[config.mk]
export PLATFORM = sky130hd
export DESIGN_NAME = slot_dispatch
export DESIGN_NICKNAME = d
export VERILOG_FILES = /design/src/rtl/slotdisp_pkg.sv /design/src/rtl/slotdisp_fifo.sv /design/src/rtl/slotdisp_track.sv /design/src/rtl/slot_dispatch.sv
export SDC_FILE = /design/constraint.sdc
export NUM_CORES = 1
export LEC_CHECK = 0
export ABC_AREA = 1
export BUFFER_PORTS_ARGS = -buffer_cell sky130_fd_sc_hd__buf_4
export CORE_MARGIN = 4
export CORE_UTILIZATION = 25
export DETAILED_ROUTE_END_ITERATION = 16
export GPL_TIMING_DRIVEN = 1
export PLACE_DENSITY = 0.41
export SETUP_SLACK_MARGIN = 0.1
export SYNTH_ARGS = -nofsm -noshare
export SYNTH_HDL_FRONTEND = slang
export SYNTH_SLANG_ARGS = --single-unit
[constraint.sdc]
create_clock -name clk -period 4.8 [get_ports clk]
set_clock_uncertainty 0.05 [all_clocks]
set_input_delay 0.96 -clock clk [delete_from_list [all_inputs] [get_ports clk]]
set_output_delay 0.96 -clock clk [all_outputs]
set_load 0.01 [all_outputs]
[src/rtl/slotdisp_pkg.sv]
package slotdisp_pkg;
   typedef enum logic {
      DSP_IDLE = 1'b0,
      DSP_RUN  = 1'b1
   } dsp_state_e;

   localparam int IRQ_W   = 2;
   localparam int IRQ_CMP = 0;
   localparam int IRQ_ERR = 1;
endpackage

[src/rtl/slotdisp_fifo.sv]
module slotdisp_fifo #(
   parameter int W     = 5,
   parameter int DEPTH = 32
) (
   input  logic         clk,
   input  logic         rst_n,
   input  logic         push_a,
   input  logic [W-1:0] data_a,
   input  logic         push_b,
   input  logic [W-1:0] data_b,
   input  logic         pop,
   output logic [W-1:0] head,
   output logic         empty
);
   localparam int AW = (DEPTH > 1) ? $clog2(DEPTH) : 1;
   localparam int CW = $clog2(DEPTH + 1);

   logic [W-1:0]  mem [DEPTH];
   logic [AW-1:0] wr_ptr, rd_ptr, wr_ptr_b;
   logic [CW-1:0] count;
   logic [CW-1:0] n_push;

   initial begin
      assert (DEPTH >= 2) else $error("slotdisp_fifo: DEPTH must be at least 2");
      assert (W >= 1)     else $error("slotdisp_fifo: W must be positive");
   end

   function automatic logic [AW-1:0] ptr_inc(input logic [AW-1:0] p);
      return (int'(p) == DEPTH - 1) ? '0 : p + 1'b1;
   endfunction

   assign wr_ptr_b = push_a ? ptr_inc(wr_ptr) : wr_ptr;
   assign n_push   = CW'(push_a) + CW'(push_b);
   assign empty    = (count == '0);
   assign head     = mem[rd_ptr];

   always_ff @(posedge clk) begin
      for (int i = 0; i < DEPTH; i++) begin
         if (push_a && int'(wr_ptr) == i)
            mem[i] <= data_a;
         else if (push_b && int'(wr_ptr_b) == i)
            mem[i] <= data_b;
      end
   end

   always_ff @(posedge clk) begin
      if (!rst_n) begin
         wr_ptr <= '0;
         rd_ptr <= '0;
         count  <= '0;
      end else begin
         if (push_b)
            wr_ptr <= ptr_inc(wr_ptr_b);
         else if (push_a)
            wr_ptr <= wr_ptr_b;
         if (pop)
            rd_ptr <= ptr_inc(rd_ptr);
         count <= count + n_push - CW'(pop);
      end
   end

   a_r4_no_overflow: assert property (@(posedge clk) disable iff (!rst_n)
      (int'(count) + int'(n_push) - int'(pop)) <= DEPTH);

   a_r5_no_underflow: assert property (@(posedge clk) disable iff (!rst_n)
      pop |-> !empty);
endmodule

[src/rtl/slotdisp_track.sv]
module slotdisp_track
   import slotdisp_pkg::*;
#(
   parameter int NUM_SLOTS = 31,
   parameter int SLOT_W    = 5
) (
   input  logic                 clk,
   input  logic                 rst_n,
   input  logic                 set_a_en,
   input  logic [SLOT_W-1:0]    set_a_slot,
   input  logic                 set_b_en,
   input  logic [SLOT_W-1:0]    set_b_slot,
   input  logic                 clr_en,
   input  logic [SLOT_W-1:0]    clr_slot,
   input  logic                 cmp_set,
   input  logic                 err_set,
   input  logic                 w1c_en,
   input  logic [IRQ_W-1:0]     w1c_mask,
   input  logic [IRQ_W-1:0]     irq_en,
   output logic [NUM_SLOTS-1:0] active,
   output logic [IRQ_W-1:0]     irq_status,
   output logic                 irq
);
   logic [IRQ_W-1:0] set_vec, clr_vec;

   initial begin
      assert (NUM_SLOTS <= (1 << SLOT_W))
         else $error("slotdisp_track: NUM_SLOTS exceeds SLOT_W range");
   end

   always_ff @(posedge clk) begin
      if (!rst_n) begin
         active <= '0;
      end else begin
         for (int i = 0; i < NUM_SLOTS; i++) begin
            if ((set_a_en && set_a_slot == SLOT_W'(i)) ||
                (set_b_en && set_b_slot == SLOT_W'(i)))
               active[i] <= 1'b1;
            else if (clr_en && clr_slot == SLOT_W'(i))
               active[i] <= 1'b0;
         end
      end
   end

   always_comb begin
      set_vec          = '0;
      set_vec[IRQ_CMP] = cmp_set;
      set_vec[IRQ_ERR] = err_set;
      clr_vec          = w1c_en ? w1c_mask : '0;
   end

   always_ff @(posedge clk) begin
      if (!rst_n)
         irq_status <= '0;
      else
         irq_status <= (irq_status & ~clr_vec) | set_vec;
   end

   assign irq = |(irq_status & irq_en);

   a_r8_cmp_flag: assert property (@(posedge clk) disable iff (!rst_n)
      cmp_set |=> irq_status[IRQ_CMP]);

   a_r8_err_flag: assert property (@(posedge clk) disable iff (!rst_n)
      err_set |=> irq_status[IRQ_ERR]);

   a_r9_w1c_clears: assert property (@(posedge clk) disable iff (!rst_n)
      (w1c_en && w1c_mask[IRQ_ERR] && !err_set) |=> !irq_status[IRQ_ERR]);

   a_r9_flag_holds: assert property (@(posedge clk) disable iff (!rst_n)
      (irq_status[IRQ_CMP] && !(w1c_en && w1c_mask[IRQ_CMP])) |=> irq_status[IRQ_CMP]);
endmodule

[src/rtl/slot_dispatch.sv]
module slot_dispatch
   import slotdisp_pkg::*;
#(
   parameter int NUM_SLOTS  = 31,
   parameter int SLOT_W     = 5,
   parameter int QDEPTH     = 32,
   parameter int SLOT_SHIFT = 7,
   parameter int ADDR_W     = 12
) (
   input  logic                 clk,
   input  logic                 rst_n,
   input  logic                 host_slot_we,
   input  logic [SLOT_W-1:0]    host_slot_num,
   input  logic                 fetch_slot_we,
   input  logic [SLOT_W-1:0]    fetch_slot_num,
   input  logic                 link_busy,
   output logic                 disp_valid,
   output logic [SLOT_W-1:0]    disp_slot,
   output logic [ADDR_W-1:0]    disp_addr,
   input  logic                 cmd_done,
   input  logic                 cmd_err,
   output logic [NUM_SLOTS-1:0] slot_active,
   output logic [IRQ_W-1:0]     irq_status,
   input  logic                 irq_clr_we,
   input  logic [IRQ_W-1:0]     irq_clr_mask,
   input  logic [IRQ_W-1:0]     irq_enable,
   output logic                 irq
);
   localparam int PAD_W = 1 << SLOT_W;
   localparam int BASE_W = SLOT_W + SLOT_SHIFT;

   dsp_state_e        state;
   logic [SLOT_W-1:0] run_slot;
   logic [PAD_W-1:0]  act_pad;
   logic              dir_ok, fet_ok;
   logic              q_empty, start, fin;
   logic [SLOT_W-1:0] q_head;

   initial begin
      assert (QDEPTH >= NUM_SLOTS)
         else $error("slot_dispatch: QDEPTH must hold every slot");
      assert (NUM_SLOTS < PAD_W)
         else $error("slot_dispatch: one slot code must stay reserved");
      assert (ADDR_W >= BASE_W)
         else $error("slot_dispatch: ADDR_W too narrow for slot base");
   end

   assign act_pad = PAD_W'(slot_active);

   // Submission filter: valid number, not active, not a same-cycle duplicate.
   assign dir_ok = host_slot_we && (int'(host_slot_num) < NUM_SLOTS) &&
                   !act_pad[host_slot_num];
   assign fet_ok = fetch_slot_we && (int'(fetch_slot_num) < NUM_SLOTS) &&
                   !act_pad[fetch_slot_num] &&
                   !(dir_ok && fetch_slot_num == host_slot_num);

   assign start = (state == DSP_IDLE) && !link_busy && !q_empty;
   assign fin   = (state == DSP_RUN) && (cmd_done || cmd_err);

   slotdisp_fifo #(.W(SLOT_W), .DEPTH(QDEPTH)) u_queue (
      .clk    (clk),
      .rst_n  (rst_n),
      .push_a (dir_ok),
      .data_a (host_slot_num),
      .push_b (fet_ok),
      .data_b (fetch_slot_num),
      .pop    (start),
      .head   (q_head),
      .empty  (q_empty)
   );

   slotdisp_track #(.NUM_SLOTS(NUM_SLOTS), .SLOT_W(SLOT_W)) u_track (
      .clk        (clk),
      .rst_n      (rst_n),
      .set_a_en   (dir_ok),
      .set_a_slot (host_slot_num),
      .set_b_en   (fet_ok),
      .set_b_slot (fetch_slot_num),
      .clr_en     (fin),
      .clr_slot   (run_slot),
      .cmp_set    (fin && !cmd_err),
      .err_set    (fin && cmd_err),
      .w1c_en     (irq_clr_we),
      .w1c_mask   (irq_clr_mask),
      .irq_en     (irq_enable),
      .active     (slot_active),
      .irq_status (irq_status),
      .irq        (irq)
   );

   always_ff @(posedge clk) begin
      if (!rst_n) begin
         state      <= DSP_IDLE;
         run_slot   <= '0;
         disp_valid <= 1'b0;
      end else begin
         disp_valid <= start;
         if (start) begin
            state    <= DSP_RUN;
            run_slot <= q_head;
         end else if (fin) begin
            state <= DSP_IDLE;
         end
      end
   end

   assign disp_slot = run_slot;

   generate
      if (SLOT_SHIFT == 0) begin : g_base_flat
         assign disp_addr = ADDR_W'(run_slot);
      end else begin : g_base_shift
         logic [BASE_W-1:0] base;
         assign base      = {run_slot, {SLOT_SHIFT{1'b0}}};
         assign disp_addr = ADDR_W'(base);
      end
   endgenerate

   a_r5_link_gate: assert property (@(posedge clk) disable iff (!rst_n)
      disp_valid |-> $past(!link_busy));

   a_r2_dispatched_active: assert property (@(posedge clk) disable iff (!rst_n)
      disp_valid |-> act_pad[disp_slot]);

   a_r7_no_back_to_back: assert property (@(posedge clk) disable iff (!rst_n)
      disp_valid |=> !disp_valid);

   a_r8_slot_cleared: assert property (@(posedge clk) disable iff (!rst_n)
      fin |=> !act_pad[$past(run_slot)]);

   a_r4_ignore_top_code: assert property (@(posedge clk) disable iff (!rst_n)
      (host_slot_we && (&host_slot_num) && !fetch_slot_we && !fin) |=> $stable(slot_active));
endmodule

* Word level (Yosys, flattened, before mapping)
Memory sizes are Yosys's and may differ from the RTL's. A register that Yosys moved wholly into a read port is not among the register bits.
Cells that the tools add are included.
Widths: inputs -> output; s select.
** Word-level totals
- Logic and storage cells :: 873
- Output and inout bits :: 52
- Memories kept :: 1
- ROM bits :: 0
- Input port bits :: 22
- RAM bits :: 160
- Register bits after elaboration :: 51
- Latch bits :: 0
** Memory list
- u_queue.mem :: words 32, bits a word 5, read ports 1, clocked after memory_dff 1, write ports 2, line slotdisp_fifo.sv:18 : logic [W-1:0] mem [DEPTH];
** Cells by class
- Reduce and logical (&&, ||, !) cells :: 277
- Magnitude comparators :: 4
- Shift-type cells :: 0
- Bitwise operators :: 37
- Div/mod/pow operators :: 0
- Muxes and demuxes :: 357
- Multiply operators :: 0
- Equal/unequal tests :: 154
- $add $sub $neg :: 6
** Operators by type and width (number)
- $mux 5 :: 98
- $eq 5x5->1 const B :: 77
- $mux 1 :: 256
- $eq 5x4->1 const B :: 40
- $logic_and 1x1->1 :: 168
- $reduce_or 5->1 :: 30
- $eq 5x3->1 const B :: 20
- $reduce_bool 2->1 :: 33
- $eq 5x2->1 const B :: 10
- $logic_or 1x1->1 :: 32
- $or 1x1->1 :: 32
- $eq 5x1->1 const B :: 6
- $logic_not 5->1 :: 5
- $add 5x1->5 const B :: 3
- $lt 5x6->1 const B :: 2
- $bmux 1 s5 :: 2
- $lt 5x5->1 const B :: 2
- $logic_not 1->1 :: 7
- $add 6x6->6 :: 1
- $logic_not 6->1 :: 1
- $sub 6x1->6 :: 1
- $eq 5x5->1 :: 1
- $and 2x2->2 :: 2
- $add 1x1->2 :: 1
- other kinds (5) :: 5

* Longest topological paths before layout
- Depth after elaboration :: 28
- Mapped depth :: 30

* By module
From an unflattened synthesis, not the netlist that was laid out.
** Second synthesis, totals
- Cells, all modules :: 1934
- Area, all modules :: 13894.6 µm²
** By module, submodules not included
- slotdisp_fifo :: area an instance 10690.3 µm², cells each 1374, sequential area each 5225.0 µm², times used 1
- slotdisp_track :: area an instance 1979.4 µm², cells each 333, sequential area each 660.6 µm², times used 1
- slot_dispatch :: area an instance 1224.9 µm², cells each 227, sequential area each 140.1 µm², times used 1

* Least setup slack after synthesis
Ideal clock, no wire load.
- Path type :: input-to-reg
- Start point :: in host_slot_num[0]
- End point :: reg u_queue.count[5]
- Buffers on the path :: 3
- Data arrival time :: 3.977 ns
- Library setup time :: 0.070 ns
- Path slack :: 0.704 ns
- Cell stages on the path :: 27
- Path through :: buf_6 -> buf_4 -> nand2_1 -> nand2_1 -> nand2_1 -> nand2_1 -> nand2_1 -> nand2_1 -> o21ai_4 -> nand4_1 -> nand2_1 -> inv_2 -> buf_2 -> ha_1 -> inv_1 -> ha_1 -> inv_1 -> ha_1 -> a21oi_1 -> nor2_1 -> nor2_1 -> nor2_1 -> nor2_1 -> nor2_1 -> nor2_1 -> o21ai_0 -> a21oi_1
** On the way
- Word-level cells in the longest chain between the ends :: 10
- Elaborated cells on any way between the ends :: 13
- Classes of those cells :: add/sub (3); order compare (1); eq/ne (1); mux (2); reduce/logical (6)
** Ends and longest elaborated chain
- start, declared :: line slot_dispatch.sv:13 : input logic [SLOT_W-1:0] host_slot_num,
- $bmux 1 s5 :: line slot_dispatch.sv:52 : !act_pad[host_slot_num];
- $mux 1 (not written as such) :: line slot_dispatch.sv:52
- $logic_not 1->1 :: line slot_dispatch.sv:52
- $logic_and 1x1->1 :: line slot_dispatch.sv:51 : assign dir_ok = host_slot_we && (int'(host_slot_num) < NUM_SLOTS) &&
- $logic_and 1x1->1 :: line slot_dispatch.sv:55 : !(dir_ok && fetch_slot_num == host_slot_num);
- $logic_not 1->1 :: line slot_dispatch.sv:55
- $logic_and 1x1->1 :: line slot_dispatch.sv:54 : !act_pad[fetch_slot_num] &&
- $add 1x1->2 * :: line slotdisp_fifo.sv:33 : assign n_push = CW'(push_a) + CW'(push_b);
- $add 6x6->6 * :: line slotdisp_fifo.sv:58 : count <= count + n_push - CW'(pop);
- $sub 6x1->6 * :: line slotdisp_fifo.sv:58
- end signal, assigned :: line slotdisp_fifo.sv:58
- end, declared :: line slotdisp_fifo.sv:20 : logic [CW-1:0] count;
Mark *: on every way between the ends. The rest lies on a longest branch, timed or not. The select of a mux whose other input is x is not followed.
A chain may end at the register's enable or synchronous reset.

==> metrics.md <==
| Metric | Value |
|---|---|
| Crit path DAT | 4.21 ns |
| Residual DRC | 0 |
| CTS Buffer Depth | 3 |
| Worst-path clk slew | 0.06 ns |
| Total gr overflow | 0 |
| CTS Hold Buffers Added | 0 |
| DR pass1 iterations | 5 |
| Critical Path, Cell by Cell | buf_4 -> inv_2 -> nand2_1 -> nand2_1 -> nand2_1 -> nand2_1 -> nand2_1 -> nand2_1 -> o21ai_4 -> nand3_4 -> nand2_1 -> nand2_1 -> inv_1 -> ha_1 -> inv_1 -> nor2_1 -> ha_1 -> inv_1 -> a211oi_2 -> o21ai_0 |
| PortBufs | 66 |
| Max-cap viol count | 0 |
| CP startpoint kind | primary input |
| Final nets | 1,818 |
| Share of layout cells above drive strength 1 | 0.1345 |
| Vias in the first global route | 11,836 |
| Drt total wl | 50,760 um |
| Achievable Freq | 0.2505 GHz |
| Die H | 240.3 um |
| Hpwl dp | 35,640 um |
| DP Cell Count | 2,427 |
| Power Dens Cells | 378.0 nW/um^2 |
| Final Hold Viols | 0 |
| H-tree levels | 1 |
| Antenna violations before repair | 0 |
| CP Class | primary input to flop |
| Minimum hold slack | 0.4422 ns |
| Core area | 52,970 um^2 |
| Largest net degree at the start of global routing | 84 |
| Final Cycle Share | 0.8317 |
| Buf/Inv on CP | 5 |
| First-pass GRT wire length | 75,590 um |
| RSZ-0062 raised after global routing | no |
| # Post-CTS Setup Buffers | 0 |
| Most used cell, CP | nand2_1 |
| Fin Setup TNS | 0 ns |
| Relative slew slack | 0.2719 |
| #FFs+latches synth | 216 |
| Crit end category | flop |
| Remaining antenna violation count | 0 |
| Yosys warns | 0 |
| Post-synth EDFFs | 160 |
| Clock root cell | clkbuf_16 |
| CTS resizes | 0 |
| Fin. max-slew vios | 0 |
| Starting density of the core | 0.2548 |
| Crit path max-delay family | simple AND/OR/NAND/NOR gates |
| DR vias/cell | 4.978 |
| Critical path required time | 5.02 ns |
| 1st-iter DRT viols | 1,075 |
| Clock sink count | 216 |
| Slowest-stage cell, CP | a211oi_2 |
| Register area share after synthesis | 0.4391 |
| Unique masters post-synth | 47 |
| P_leak | 6.246 nW |
| Final setup violation count | 0 |
| Peak supply drop | 209.9 uV |
| DIE AREA | 57,760 um^2 |
| Post-Layout Cell Count | 2,480 |
| GP Congestion | 0.8876 |
| CP max stage delay | 0.51 ns |
| Area growth, synth to finish | 15.49% |
| Mapped Cells | 1,737 |
| CTS tree | done |
| Syn Area/Cell | 7.769 um^2 |
| Async SR Flop Fraction | 0 |
| Vias | 12,346 |
| Clk Latency, worst-skew pair | 0.56 ns |
| Mapped Area | 13,500 um^2 |
| Chip Width | 240.3 um |
| Largest fanout on the critical path | 26 |
| I/O pin count | 74 |
| Std cell rows | 84 |
| Worst-margin pin slew | 1.081 ns |
| GRT Total Usage | 0.1716 |
| Overall Power | 5.892 mW |
| Cts bufs inserted | 29 |
| Routed WL per cell | 20.47 um |
| Synth Flop Type | edfxtp_1 |
| Worst Hold Class | flop to flop |
| Run status | finished, final reports clean |
| Antenna diode count | 0 |
| Post-layout min period | 3.992 ns |
flip-flops by register name, summed over array words and instances, names as in the netlist:
signal,cells
disp_slot,5
disp_valid,1
state,1
u_queue.count,6
u_queue.mem,160
u_queue.rd_ptr,5
u_queue.wr_ptr,5
u_track.active,31
u_track.irq_status,2
area by class of cell:
class | count | area (um^2)
Fill cell | 5870 | 37380
Sequential cell | 216 | 5927
Inverter | 106 | 404.1
Clock inverter | 19 | 181.4
Clock buffer | 34 | 744.5
Multi-Input combinational cell | 1303 | 6600
Timing Repair Buffer | 114 | 868.3
Tap cell | 688 | 860.8
metrics by stage:
stage	utilization	setup WS [ns]	area [um^2]
after global routing	0.2942	0.5209	15590
after detailed placement	0.2768	0.3026	14660
after global placement	0.2768	0.2912	14660
after CTS	0.2942	0.8903	15590
final	0.2942	0.8080	15590
after floorplan	-	0.7037	13520
routing by layer:
| metal | part of all wire | global-route usage | vias up |
|---|---|---|---|
| li1 | - | - | 5975 |
| met1 | 0.46 | 0.2433 | 5882 |
| met2 | 0.45 | 0.2690 | 400 |
| met3 | 0.058 | 0.02799 | 89 |
| met4 | 0.028 | 0.05229 | 0 |
| met5 | 0 | 0 | - |
final timing paths:
check                     from               endpoint  slack (ns)  cells past startpoint
max reg2reg  u_track.active[9]     u_queue.mem[31][0]        1.28                     18
max           host_slot_num[0]     u_queue.mem[31][0]        0.81                     20
min reg2reg              state  u_track.irq_status[1]        0.44                      2
min                      state  u_track.irq_status[1]        0.44                      2
worst reg2reg max path: stages, from the launching register on:
cell and delay [ns]:
dfxtp_1 0.35, nand2_1 0.07, o21ai_0 0.09, nand2_1 0.08
nand2_1 0.05, nand2_1 0.05, nand2_1 0.11, o21ai_4 0.25
nand3_4 0.22, nand2_1 0.12, nand2_1 0.16, inv_1 0.13
ha_1 0.23, inv_1 0.12, nor2_1 0.19, ha_1 0.17
inv_1 0.07, a211oi_2 0.51, o21ai_0 0.22
report_power, final:
group	internal (mW)	total, mW	leakage, nW	switching (mW)
Sequential	2.11	2.19	1.90	0.0793
Clock	1.27	2.14	0.443	0.877
Combinational	0.437	1.56	3.90	1.12
placed cells by master, fill, tap and decap left out, types with 2 or more instances in the layout:
cell,instances
ha_1,25
nand2_2,19
edfxtp_1,160
clkinv_2,6
o221ai_1,9
a31oi_1,31
nand3_1,132
nor2_2,5
buf_4,113
nand2_1,487
o21ai_0,192
nand3_2,12
nand2_4,10
conb_1,7
o21ai_1,65
nor3_1,4
dfxtp_1,55
bufinv_16,3
inv_2,6
nand4_1,31
clkinvlp_4,4
nor2_4,6
o22ai_1,31
o211ai_1,15
inv_1,94
a21oi_1,20
clkinv_1,8
inv_4,2
o21ai_4,3
nor2_8,15
clkbuf_1,5
nor2_1,167
inv_6,2
clkbuf_16,29
xor2_1,5
cell usage after synthesis (6+ instances only):
cell / number / area share
nor2_1: 167 / 0.046
a31oi_1: 31 / 0.014
inv_1: 94 / 0.026
buf_1: 21 / 0.0058
o211ai_1: 15 / 0.0083
nor2_4: 6 / 0.0050
buf_2: 15 / 0.0056
inv_2: 6 / 0.0017
nor2_8: 15 / 0.022
o22ai_1: 31 / 0.014
nand4_1: 31 / 0.014
ha_1: 25 / 0.023
o21ai_1: 65 / 0.024
o21ai_0: 192 / 0.071
clkbuf_1: 59 / 0.016
a21oi_1: 20 / 0.0074
nand3_2: 12 / 0.0089
nand2_2: 19 / 0.0088
nand2_1: 487 / 0.14
buf_4: 17 / 0.0095
nand2_4: 10 / 0.0083
nand3_1: 132 / 0.049
o221ai_1: 9 / 0.0058
edfxtp_1: 160 / 0.36
dfxtp_1: 56 / 0.083
logic make-up (layout without fill, tap and decap cells):
group / count (synthesis) / after routing / synth area share
AO/OA/AOI/OAI: 371 / 371 / 0.1527
XOR/XNOR: 5 / 5 / 0.003245
adder cells (fa/ha/maj): 26 / 26 / 0.02466
buffers and inverters: 224 / 273 / 0.07352
flip-flops: 216 / 216 / 0.4391
other: 1 / 7 / 0.0002779
AND/OR/NAND/NOR: 894 / 894 / 0.3065
(Power assumes the default switching activity.)
